$ cat config.mk
export PLATFORM = sky130hd
export DESIGN_NAME = boot_seq_top
export DESIGN_NICKNAME = d
export VERILOG_FILES = /design/src/rtl/boot_seq_pkg.sv /design/src/rtl/boot_mode_capture.sv /design/src/rtl/boot_byte_packer.sv /design/src/rtl/boot_dma_regs.sv /design/src/rtl/boot_seq_top.sv
export SDC_FILE = /design/constraint.sdc
export NUM_CORES = 1
export LEC_CHECK = 0
export ABC_CLOCK_PERIOD_IN_PS = 2760
export BUFFER_PORTS_ARGS = -buffer_cell sky130_fd_sc_hd__buf_2
export CAP_MARGIN = 25
export CORE_AREA = 2 2 99 101
export DETAILED_ROUTE_END_ITERATION = 10
export DIE_AREA = 0 0 101 103
export GPL_TIMING_DRIVEN = 1
export RECOVER_POWER = 50
export SLEW_MARGIN = 15
export SYNTH_ARGS = -nofsm -noshare
export SYNTH_HDL_FRONTEND = slang
export SYNTH_SLANG_ARGS = --single-unit
$ cat constraint.sdc
create_clock -name clk -period 2.76 [get_ports clk]
set_input_delay 0.552 -clock clk [delete_from_list [all_inputs] [get_ports clk]]
set_output_delay 0.552 -clock clk [all_outputs]
set_load 0.05 [all_outputs]
$ cat src/rtl/boot_seq_pkg.sv
package boot_seq_pkg;

    typedef enum logic [2:0] {
        ST_SAMPLE,
        ST_DISPATCH,
        ST_BYTE_REQ,
        ST_BYTE_WAIT,
        ST_WORD_WRITE,
        ST_HOST_WAIT,
        ST_RUN
    } boot_state_e;

    typedef enum logic [1:0] {
        BOOT_BYTE,
        BOOT_HOST,
        BOOT_NONE
    } boot_kind_e;

    // pins are {C,B,A}
    function automatic boot_kind_e decode_mode(input logic [2:0] pins);
        boot_kind_e k;
        if (!pins[2] && !pins[0])
            k = BOOT_BYTE;
        else if (pins == 3'b101)
            k = BOOT_HOST;
        else
            k = BOOT_NONE;
        return k;
    endfunction

endpackage

$ cat src/rtl/boot_mode_capture.sv
module boot_mode_capture
    import boot_seq_pkg::*;
(
    input  logic       clk,
    input  logic       rst_n,
    input  logic       sample_en,
    input  logic [2:0] mode_pins,
    output boot_kind_e kind_q
);

    always_ff @(posedge clk or negedge rst_n) begin
        if (!rst_n)
            kind_q <= BOOT_NONE;
        else if (sample_en)
            kind_q <= decode_mode(mode_pins);
    end

endmodule

$ cat src/rtl/boot_byte_packer.sv
module boot_byte_packer #(
    parameter int BYTE_W = 8,
    parameter int WORD_W = 24
) (
    input  logic              clk,
    input  logic              rst_n,
    input  logic              load_en,
    input  logic [BYTE_W-1:0] byte_in,
    output logic [WORD_W-1:0] word_out,
    output logic              last_byte
);

    localparam int BYTES_PER_WORD = WORD_W / BYTE_W;
    localparam int IDX_W = (BYTES_PER_WORD > 1) ? $clog2(BYTES_PER_WORD) : 1;
    localparam logic [IDX_W-1:0] LAST_IDX = IDX_W'(BYTES_PER_WORD - 1);

    logic [IDX_W-1:0] idx_q;

    assign last_byte = (idx_q == LAST_IDX);

    always_ff @(posedge clk or negedge rst_n) begin
        if (!rst_n) begin
            idx_q    <= '0;
            word_out <= '0;
        end else if (load_en) begin
            word_out <= {word_out[WORD_W-BYTE_W-1:0], byte_in};
            idx_q    <= last_byte ? '0 : idx_q + 1'b1;
        end
    end

endmodule

$ cat src/rtl/boot_dma_regs.sv
module boot_dma_regs #(
    parameter int EXT_AW     = 14,
    parameter int PAGE_W     = 8,
    parameter int PM_AW      = 14,
    parameter int BOOT_WORDS = 32
) (
    input  logic              clk,
    input  logic              rst_n,
    input  logic              byte_step,
    input  logic              word_step,
    output logic [PAGE_W-1:0] page_q,
    output logic [EXT_AW-1:0] ext_addr_q,
    output logic [PM_AW-1:0]  int_addr_q,
    output logic              last_word
);

    localparam int CNT_W = $clog2(BOOT_WORDS + 1);

    logic [CNT_W-1:0] words_left_q;
    logic [EXT_AW:0]  ext_next;

    assign ext_next  = {1'b0, ext_addr_q} + 1'b1;
    assign last_word = (words_left_q == CNT_W'(1));

    always_ff @(posedge clk or negedge rst_n) begin
        if (!rst_n) begin
            page_q     <= '0;
            ext_addr_q <= '0;
        end else if (byte_step) begin
            ext_addr_q <= ext_next[EXT_AW-1:0];
            page_q     <= page_q + PAGE_W'(ext_next[EXT_AW]);
        end
    end

    always_ff @(posedge clk or negedge rst_n) begin
        if (!rst_n) begin
            int_addr_q   <= '0;
            words_left_q <= CNT_W'(BOOT_WORDS);
        end else if (word_step) begin
            int_addr_q   <= int_addr_q + 1'b1;
            words_left_q <= words_left_q - 1'b1;
        end
    end

endmodule

$ cat src/rtl/boot_seq_top.sv
module boot_seq_top
    import boot_seq_pkg::*;
#(
    parameter int EXT_AW     = 14,
    parameter int PAGE_W     = 8,
    parameter int PM_AW      = 14,
    parameter int BYTE_W     = 8,
    parameter int WORD_W     = 24,
    parameter int BOOT_WORDS = 32,
    localparam int BM_AW     = PAGE_W + EXT_AW
) (
    input  logic              clk,
    input  logic              rst_n,
    input  logic [2:0]        mode_pins,
    output logic              bm_rd_en,
    output logic [BM_AW-1:0]  bm_addr,
    input  logic [BYTE_W-1:0] bm_rd_data,
    input  logic              bm_rd_valid,
    output logic              pm_wr_en,
    output logic [PM_AW-1:0]  pm_wr_addr,
    output logic [WORD_W-1:0] pm_wr_data,
    input  logic              host_wr_en,
    input  logic [PM_AW-1:0]  host_wr_addr,
    output logic              core_hold
);

    boot_state_e       state_q, state_n;
    boot_kind_e        kind_q;
    logic              last_byte, last_word;
    logic              byte_step, word_step, host_hit;
    logic [PAGE_W-1:0] page_q;
    logic [EXT_AW-1:0] ext_addr_q;

    assign host_hit  = host_wr_en && (host_wr_addr == '0);
    assign byte_step = (state_q == ST_BYTE_WAIT) && bm_rd_valid;
    assign word_step = (state_q == ST_WORD_WRITE);

    boot_mode_capture u_mode (
        .clk      (clk),
        .rst_n    (rst_n),
        .sample_en(state_q == ST_SAMPLE),
        .mode_pins(mode_pins),
        .kind_q   (kind_q)
    );

    boot_byte_packer #(.BYTE_W(BYTE_W), .WORD_W(WORD_W)) u_pack (
        .clk      (clk),
        .rst_n    (rst_n),
        .load_en  (byte_step),
        .byte_in  (bm_rd_data),
        .word_out (pm_wr_data),
        .last_byte(last_byte)
    );

    boot_dma_regs #(
        .EXT_AW(EXT_AW), .PAGE_W(PAGE_W), .PM_AW(PM_AW), .BOOT_WORDS(BOOT_WORDS)
    ) u_regs (
        .clk       (clk),
        .rst_n     (rst_n),
        .byte_step (byte_step),
        .word_step (word_step),
        .page_q    (page_q),
        .ext_addr_q(ext_addr_q),
        .int_addr_q(pm_wr_addr),
        .last_word (last_word)
    );

    // state register
    always_ff @(posedge clk or negedge rst_n) begin
        if (!rst_n)
            state_q <= ST_SAMPLE;
        else
            state_q <= state_n;
    end

    // transitions
    always_comb begin
        state_n = state_q;
        unique case (state_q)
            ST_SAMPLE:   state_n = ST_DISPATCH;
            ST_DISPATCH: begin
                unique case (kind_q)
                    BOOT_BYTE: state_n = ST_BYTE_REQ;
                    BOOT_HOST: state_n = host_hit ? ST_RUN : ST_HOST_WAIT;
                    default:   state_n = ST_RUN;
                endcase
            end
            ST_BYTE_REQ:  state_n = ST_BYTE_WAIT;
            ST_BYTE_WAIT: begin
                if (bm_rd_valid)
                    state_n = last_byte ? ST_WORD_WRITE : ST_BYTE_REQ;
            end
            ST_WORD_WRITE: state_n = last_word ? ST_RUN : ST_BYTE_REQ;
            ST_HOST_WAIT: begin
                if (host_hit)
                    state_n = ST_RUN;
            end
            ST_RUN:  state_n = ST_RUN;
            default: state_n = ST_RUN;
        endcase
    end

    // outputs
    always_comb begin
        bm_rd_en  = 1'b0;
        pm_wr_en  = 1'b0;
        core_hold = 1'b1;
        unique case (state_q)
            ST_BYTE_REQ:   bm_rd_en  = 1'b1;
            ST_WORD_WRITE: pm_wr_en  = 1'b1;
            ST_RUN:        core_hold = 1'b0;
            default:       ;
        endcase
    end

    assign bm_addr = {page_q, ext_addr_q};

endmodule

Yosys cells after proc, flatten, opt, wreduce, memory -nomap -nowiden:

Index checks and enable logic that the tools add are counted.

* bits in registers: 73
* input bits: 29
* word-level logic and storage cells: 47
* output and inout bits: 63

* equal/unequal tests: 12
* $add $sub $neg: 5
* reductions and logical operators: 9
* muxes and demuxes: 13

Operators by type and width (count)
* case mux 3 bit (6 select lines): 1
* adder 14 x 1 -> 15 bit (second input constant): 1
* adder 14 x 1 -> 14 bit (second input constant): 1
* zero test 14 bit: 1
* == test 3 bit (second input constant): 4
* 2-to-1 mux 3 bit: 4
* adder 8 x 1 -> 8 bit: 1
* 2-to-1 mux 2 bit: 4
* == test 3 x 2 -> 1 bit (second input constant): 2
* == test 6 x 1 -> 1 bit (second input constant): 1
* case mux 3 bit (2 select lines): 1
* subtractor 6 x 1 -> 6 bit (second input constant): 1
* != test 2 bit (second input constant): 2
* == test 3 x 1 -> 1 bit (second input constant): 1
* logical AND 1 bit: 3
* zero test 3 bit: 1
* 2-to-1 mux 1 bit: 3
* adder 2 x 1 -> 2 bit (second input constant): 1
* == test 2 x 1 -> 1 bit (second input constant): 1
* == test 2 bit (second input constant): 1
* zero test 1 bit: 2
* zero test 2 bit: 1
* AND reduction 2 bit: 1

Depth between registers and ports, before layout:

Gate-level depths: netlist of run 1.

* word-level depth: 5
* mapped depth: 9
* depth with buffers taken out: 9

Hierarchy:

A second synthesis of run 1 with hierarchy kept.

* cells, all modules: 251
* area total of the unflattened synthesis: 3283.1 um^2

Modules (own cells, without submodules)
* boot_dma_regs: area an instance 1851.8 um^2, times used 1, sequential area each 1052.3 um^2, cells each 157
* boot_byte_packer: area an instance 1074.8 um^2, times used 1, sequential area each 650.6 um^2, cells each 58
* boot_seq_top: area an instance 266.5 um^2, times used 1, sequential area each 75.1 um^2, cells each 29
* boot_mode_capture: area an instance 90.1 um^2, times used 1, sequential area each 51.3 um^2, cells each 7

Worst setup path after synthesis of run 1:

Ideal clock, no wire load.

* kind: flip-flop to flip-flop
* start: register u_regs.ext_addr_q[4]
* end: register u_regs.page_q[4]
* slack: 0.747 ns
* setup time: 0.142 ns
* arrival time: 1.871 ns
* period minus slack after synthesis: 2.013 ns
* data required time: 2.618 ns
* buffers on the path: 0
* stages on the path, launching flop included: 9
* cell sequence: dfrtp_1 > nand4_1 > nor2_1 > nand2_1 > nor3_1 > ha_1 > ha_1 > nand4_1 > xnor2_1

* word-level cells in the longest chain between the ends: 2

RTL lines
* start, declared: line boot_dma_regs.sv:12 `output logic [EXT_AW-1:0] ext_addr_q,`
* start signal, assigned: line boot_dma_regs.sv:30 `ext_addr_q <= ext_next[EXT_AW-1:0];`
* adder 14 x 1 -> 15 bit: line boot_dma_regs.sv:22 `assign ext_next = {1'b0, ext_addr_q} + 1'b1;`
* adder 8 x 1 -> 8 bit: line boot_dma_regs.sv:31 `page_q <= page_q + PAGE_W'(ext_next[EXT_AW]);`
* end signal, assigned: line boot_dma_regs.sv:31
* end, declared: line boot_dma_regs.sv:11 `output logic [PAGE_W-1:0] page_q,`

No other way between the ends.
A chain may end at the register's enable or synchronous reset.

Worst setup path after layout of run 1:

* start: register state_q[1]
* end: register u_regs.page_q[5]

* word-level cells in the longest chain between the ends: 2

RTL lines
* start, declared: line boot_seq_top.sv:27 `boot_state_e state_q, state_n;`
* start signal, assigned: line boot_seq_top.sv:73 `state_q <= state_n;`
* == test 3 x 2 -> 1 bit: line boot_seq_top.sv:35 `assign byte_step = (state_q == ST_BYTE_WAIT) && bm_rd_valid;`
* logical AND 1 bit: line boot_seq_top.sv:35

No other way between the ends.

==> impl_metrics.json, run 1 <==
{
  "powerDensity_mw_per_mm2": 487,
  "peakVddDrop_uv": 230,
  "cts.path.max_buffers": 2,
  "viasPerCell": 4.67,
  "p_switching_mw": 0.412,
  "dieArea_mm2": 0.0104,
  "grt_pass1_vias": 2256,
  "synthSimpleGateAreaFrac_pct": 24.7,
  "cts_buffers": 9,
  "whs_ns": 0.410,
  "post_cts_buffers": 0,
  "synth.yosys.seq_area_share_pct": 56.9,
  "cts_resized": 0,
  "gp_congestion": 0.763,
  "crit_fanout": 33,
  "period_share_pct": 86.7,
  "power_frac_comb_pct": 2.3,
  "synth_fp_nets": 349,
  "cts.sinks": 73,
  "fillers": 932,
  "dpl_worst_slack_ns": 0.721,
  "grt_pass1_wl_um": 10400,
  "die_width_um": 101,
  "synth_top_family_by_area": "simple AND/OR/NAND/NOR gates",
  "cp.arrival_ns": 2.60,
  "synth_top_area_cell": "dfrtp_1",
  "maxCapViolCount": 1,
  "max_freq_ghz": 0.418,
  "finalHoldViolCount": 0,
  "muxShareOfSynthArea_pct": 1.01,
  "cp.required_ns": 2.97,
  "rsz0062_at_grt": "false",
  "postPlaceCellArea_mm2": 0.00377,
  "drt-initial-drc-count": 86,
  "synth_area_mm2": 0.00322,
  "diodes": 0,
  "p_total_mw": 1.90,
  "slew_headroom_pct": -19.0,
  "violations": "max-capacitance violations, max-slew violations",
  "mostFrequentLayoutCells": "nand2_1 (100), buf_2 (72), dfrtp_1 (71), xnor2_1 (27), clkbuf_1 (19)",
  "ys_ff_latch": 73,
  "drtPass1Iterations": 4,
  "overflow": 0,
  "cts_root_buf": "clkbuf_8",
  "grt.total_usage_pct": 12.7,
  "setup_violations": 0,
  "synth_fa_ha_area_share_pct": 2.33,
  "fin_ws_ns": 0.368,
  "synth_area_per_cell_um2": 10.2,
  "wl_per_cell_um": 12.3,
  "finalCriticalPeriod_ns": 2.39,
  "hpwl_um": 4550,
  "die_h_um": 103,
  "final_area_mm2": 0.00391,
  "drc": 0,
  "clkTransAtPathRegs_ns": 0.08,
  "cp-start-kind": "register",
  "yosys_warnings": 0,
  "synth-compound-area-share_pct": 2.33,
  "syn_to_final_growth_pct": 21.7,
  "initial_utilization_pct": 34.0,
  "finalClockSkew_ns": 0.00608,
  "ant_nets": 0,
  "endpoint_kind": "register",
  "switching_share_pct": 21.6,
  "layout_commonest_cell": "nand2_1",
  "core-area_mm2": 0.00946,
  "cts_tree": "yes",
  "final_max_slew_viol_count": 74,
  "drive_gt1_share_pct": 23.8,
  "p_int_mw": 1.49,
  "core.rowCount": 36,
  "holdBufCountCts": 0,
  "p_clk_share_pct": 41.6,
  "tns_ns": 0,
  "clk_latency_ns": 0.33,
  "synthCells": 314,
  "nNetsFinal": 442,
  "port_buffers": 91,
  "synth_area_leaders": "dfrtp_1 (55%), nand2_1 (12%), xnor2_1 (7.4%)",
  "synth_top_cell_area_share_pct": 55.3,
  "status": "complete, but fails checks",
  "synth.distinct_cells": 38,
  "seq_power_share_pct": 56.1,
  "routed_wl_um": 6440,
  "worst_pin_slew_ns": 1.78,
  "critPathKind": "reg -> reg",
  "dr_total_vias": 2452,
  "htreeDepth": 3,
  "antenna_found_initial": 0,
  "grt_max_degree": 74,
  "synth_xor_area_share_pct": 10.1,
  "io_pins": 92,
  "power.leakage_nw": 2.11,
  "hold_class": "in -> reg"
}
==> final timing paths <==
check | start | endpoint | slack, ns | cells past startpoint
setup / recovery | state_q[1] | u_regs.page_q[5] | 0.37 | 4
hold / removal | bm_rd_data[4] | u_pack.word_out[4] | 0.41 | 3
setup reg to reg | state_q[1] | u_regs.page_q[5] | 0.37 | 4
hold reg to reg | u_pack.word_out[20] | u_pack.word_out[20] | 0.47 | 2
max in group asynchronous | rst_n | u_pack.word_out[6] | 1.02 | 1
min in group asynchronous | rst_n | u_regs.ext_addr_q[11] | 0.69 | 1
==> stage by stage <==
stage	std cells	utilization (%)
after global placement	510	39.9
final	525	41.4
after floorplan	314	-
after CTS	525	41.8
after detailed placement	510	39.9
after global routing	525	41.4
==> cell usage after synthesis <==
| library cell | instances |
|---|---|
| buf_2 | 5 |
| dfrtp_1 | 71 |
| o21ai_0 | 1 |
| and3_1 | 2 |
| nand4_1 | 11 |
| nand3_1 | 10 |
| nor3b_4 | 1 |
| nor3_2 | 2 |
| o21bai_1 | 1 |
| clkbuf_1 | 2 |
| nor4_4 | 1 |
| ha_1 | 6 |
| mux2_2 | 2 |
| nand3_2 | 1 |
| mux2i_1 | 1 |
| a21o_1 | 2 |
| o22ai_1 | 1 |
| nor3_1 | 7 |
| nand3b_1 | 1 |
| dfstp_2 | 2 |
| xnor2_1 | 27 |
| nor3b_1 | 1 |
| xor2_1 | 10 |
| nor4_1 | 2 |
| and2_1 | 1 |
| and4b_1 | 2 |
| nor2_1 | 16 |
| a21oi_1 | 5 |
| o31a_1 | 1 |
| and4_1 | 2 |
| buf_1 | 1 |
| nor4b_1 | 1 |
| buf_4 | 3 |
| o31ai_1 | 1 |
| nand4b_4 | 1 |
| nand2_1 | 100 |
| nand2b_1 | 3 |
| inv_1 | 7 |
==> logic make-up (layout without fill, tap and decap cells) <==
family	Yosys count	in the layout
and+or+nand+nor	165	165
DFF	73	73
xor gates and xnor gates	37	37
buffers and inverters	18	115
AOI/OAI and AO/OA	12	12
adders and majority gates	6	6
muxes	3	3
==> power by group through the flow <==
stage / Sequential [mW] / Combinational (mW) / Clock, mW
6_report: 1.07 / 0.0431 / 0.792
5_1_grt: 1.07 / 0.0500 / 0.867
2_1_floorplan: 1.09 / 0.00333 / 0
3_5_place_dp: 1.09 / 0.0464 / 0
3_3_place_gp: 1.09 / 0.0455 / 0
4_1_cts: 1.07 / 0.0465 / 0.825
==> state kept, by name, indices dropped and copies added, names as in the netlist <==
name	count
state_q	3
u_regs.page_q	8
u_pack.idx_q	2
u_regs.int_addr_q	14
u_regs.ext_addr_q	14
u_pack.word_out	24
u_regs.words_left_q	6
u_mode.kind_q	2
==> final cells by class <==
type                            count  area [um2]  share of cell area [%]
Clock buffer                        9         124                    3.17
Clock inverter                      6        60.1                    1.54
Inverter                            7        26.3                   0.672
Multi-Input combinational cell    223        1290                    32.9
Sequential cell                    73        1830                    46.8
Tap cell                          114         143                    3.65
Timing Repair Buffer               93         444                    11.4
==> per-layer routing <==
metal  up-vias  part of all wire (%)  global-route usage, %
li1       1217                     -                      -
met1      1164                    45                   16.6
met2        63                    48                   20.1
met3         8                   5.2                   3.19
met4         0                  0.99                   5.93
met5         -                     0                      0
==> worst max-delay path, stage by stage (launching register included) <==
cell      delay [ns]
dfrtp_1         0.51
nand4b_1        0.27
clkbuf_1        1.09
nor3_1          0.19
xor2_1          0.21
No activity file was read; power rests on OpenSTA's default activity.
==> inputs of run 2 (changes only) <==
==> constraint.sdc (replaced) <==
create_clock -name clk -period 2.76 [get_ports clk]
set_input_delay 0.138 -clock clk [delete_from_list [all_inputs] [get_ports clk]]
set_output_delay 0.138 -clock clk [all_outputs]
set_load 0.05 [all_outputs]
==> run 2 against run 1 <==
Largest power group unchanged. Cell count grew 2.1%. Critical path depth shrank 2. Power shrank 0.53%. Utilization grew 1.2 points. Hold slack lost 0.31 ns. Combinational power grew 36%. Highest routed layer unchanged. Fmax grew 21%. Clock power shrank 3.2%. The flow now finishes without violations. Count of clock-buffer cells in the layout grew 5.
==> impl_metrics.json, run 2 (same netlist as run 1, synthesis figures left out) <==
{
  "status": "complete, no violations",
  "fillers": 944,
  "initial_utilization_pct": 34.0,
  "cts_tree": "yes",
  "syn_to_final_growth_pct": 25.1,
  "maxCapViolCount": 0,
  "dpl_worst_slack_ns": 0.837,
  "cp.arrival_ns": 1.85,
  "final_max_slew_viol_count": 0,
  "dieArea_mm2": 0.0104,
  "grt_pass1_wl_um": 11000,
  "crit_fanout": 14,
  "cp-start-kind": "register",
  "utilization_pct": 42.5,
  "ant_nets": 0,
  "port_buffers": 91,
  "overflow": 0,
  "hold_class": "in -> reg",
  "power.leakage_nw": 2.12,
  "postPlaceCellArea_mm2": 0.00377,
  "cp.required_ns": 2.62,
  "drive_gt1_share_pct": 20.4,
  "critPathKind": "reg -> out",
  "routed_wl_um": 6790,
  "cts.sinks": 73,
  "mostFrequentLayoutCells": "nand2_1 (100), dfrtp_1 (71), buf_2 (60), clkbuf_1 (34), xnor2_1 (27)",
  "diodes": 0,
  "hpwl_um": 4620,
  "dr_total_vias": 2471,
  "io_pins": 92,
  "tns_ns": 0,
  "grt_pass1_vias": 2333,
  "clk_latency_ns": 0.35,
  "worst_pin_slew_ns": 0.822,
  "core.rowCount": 36,
  "clkTransAtPathRegs_ns": 0.07,
  "antenna_found_initial": 0,
  "grt.total_usage_pct": 13.6,
  "endpoint_kind": "output pin",
  "finalClockSkew_ns": 0.00838,
  "top_register": "u_pack.word_out",
  "die_h_um": 103,
  "drt-initial-drc-count": 85,
  "rsz0062_at_grt": "false",
  "grt_max_degree": 74,
  "largest_reg_flops": 24,
  "gp_congestion": 0.792,
  "nNetsFinal": 452,
  "drc": 0,
  "setup_violations": 0,
  "wl_per_cell_um": 12.7,
  "r2r_setup_slack_ns": 0.85,
  "cts_buffers": 9,
  "drtPass1Iterations": 4,
  "cts_root_buf": "clkbuf_8",
  "cts.path.max_buffers": 2,
  "die_width_um": 101,
  "finalHoldViolCount": 0,
  "peakVddDrop_uv": 169,
  "viasPerCell": 4.61,
  "top_regs": "u_pack.word_out: 24 flops, u_regs.ext_addr_q: 14 flops, u_regs.int_addr_q: 14 flops",
  "post_cts_buffers": 0,
  "final_area_mm2": 0.00402,
  "period_share_pct": 71.9,
  "htreeDepth": 3,
  "whs_ns": 0.0977,
  "finalCriticalPeriod_ns": 1.98,
  "max_freq_ghz": 0.504,
  "core-area_mm2": 0.00946,
  "slew_headroom_pct": 45.2,
  "layout_commonest_cell": "nand2_1",
  "fin_ws_ns": 0.776,
  "powerDensity_mw_per_mm2": 471
}
-- run 2: worst paths after layout --
kind | from | end | cells after the start
worst min-delay path | mode_pins[2] | u_mode.kind_q[1] | 3
worst min register to register | u_regs.page_q[7] | u_regs.page_q[7] | 1
max in group asynchronous | rst_n | u_mode.kind_q[1] | 3
worst max register to register | state_q[1] | u_regs.int_addr_q[13] | 4
min in group asynchronous | rst_n | u_regs.ext_addr_q[11] | 2
worst max-delay path | state_q[1] | pm_wr_en | 2
-- run 2: layout make-up --
type	count	area (um2)	area share, %
timing repair buffer	103	549	13.7
clock inverter	2	12.5	0.311
tap	114	143	3.54
clock buffer	14	163	4.04
inverter	7	26.3	0.653
multi-input combinational	223	1300	32.3
sequential	73	1830	45.5
-- run 2: stage by stage --
step,total power [mW],instances
after floorplan,1.09,314
after detailed placement,1.14,510
after CTS,1.92,535
after global routing,1.98,536
after global placement,1.14,510
final,1.89,536
-- run 2: per-layer routing --
layer | routed length, um | global-route usage, % | vias to the layer above
met5 | 0 | 0 | -
met4 | 176 | 7.90 | 0
met3 | 287 | 2.85 | 14
met2 | 3180 | 21.6 | 52
met1 | 3150 | 17.3 | 1165
li1 | - | - | 1240
-- run 2: power breakdown --
group	total, mW	leakage (nW)	internal (mW)	switching [mW]
registers	1.07	0.992	1.07	0
clock network	0.767	0.0867	0.376	0.391
logic	0.0586	1.04	0.0281	0.0305
-- run 2: what timing repair did --
| item | 4_1_cts | 5_1_grt |
|---|---|---|
| hold buffers | 9 | 0 |
| hold endpoints to repair | 79 | 0 |
| resized for setup | 0 | 0 |
-- run 2: worst max-delay path: stages, from the launching register on --
cell,delay (ns)
dfrtp_1,0.53
nor3b_4,0.60
buf_2,0.38
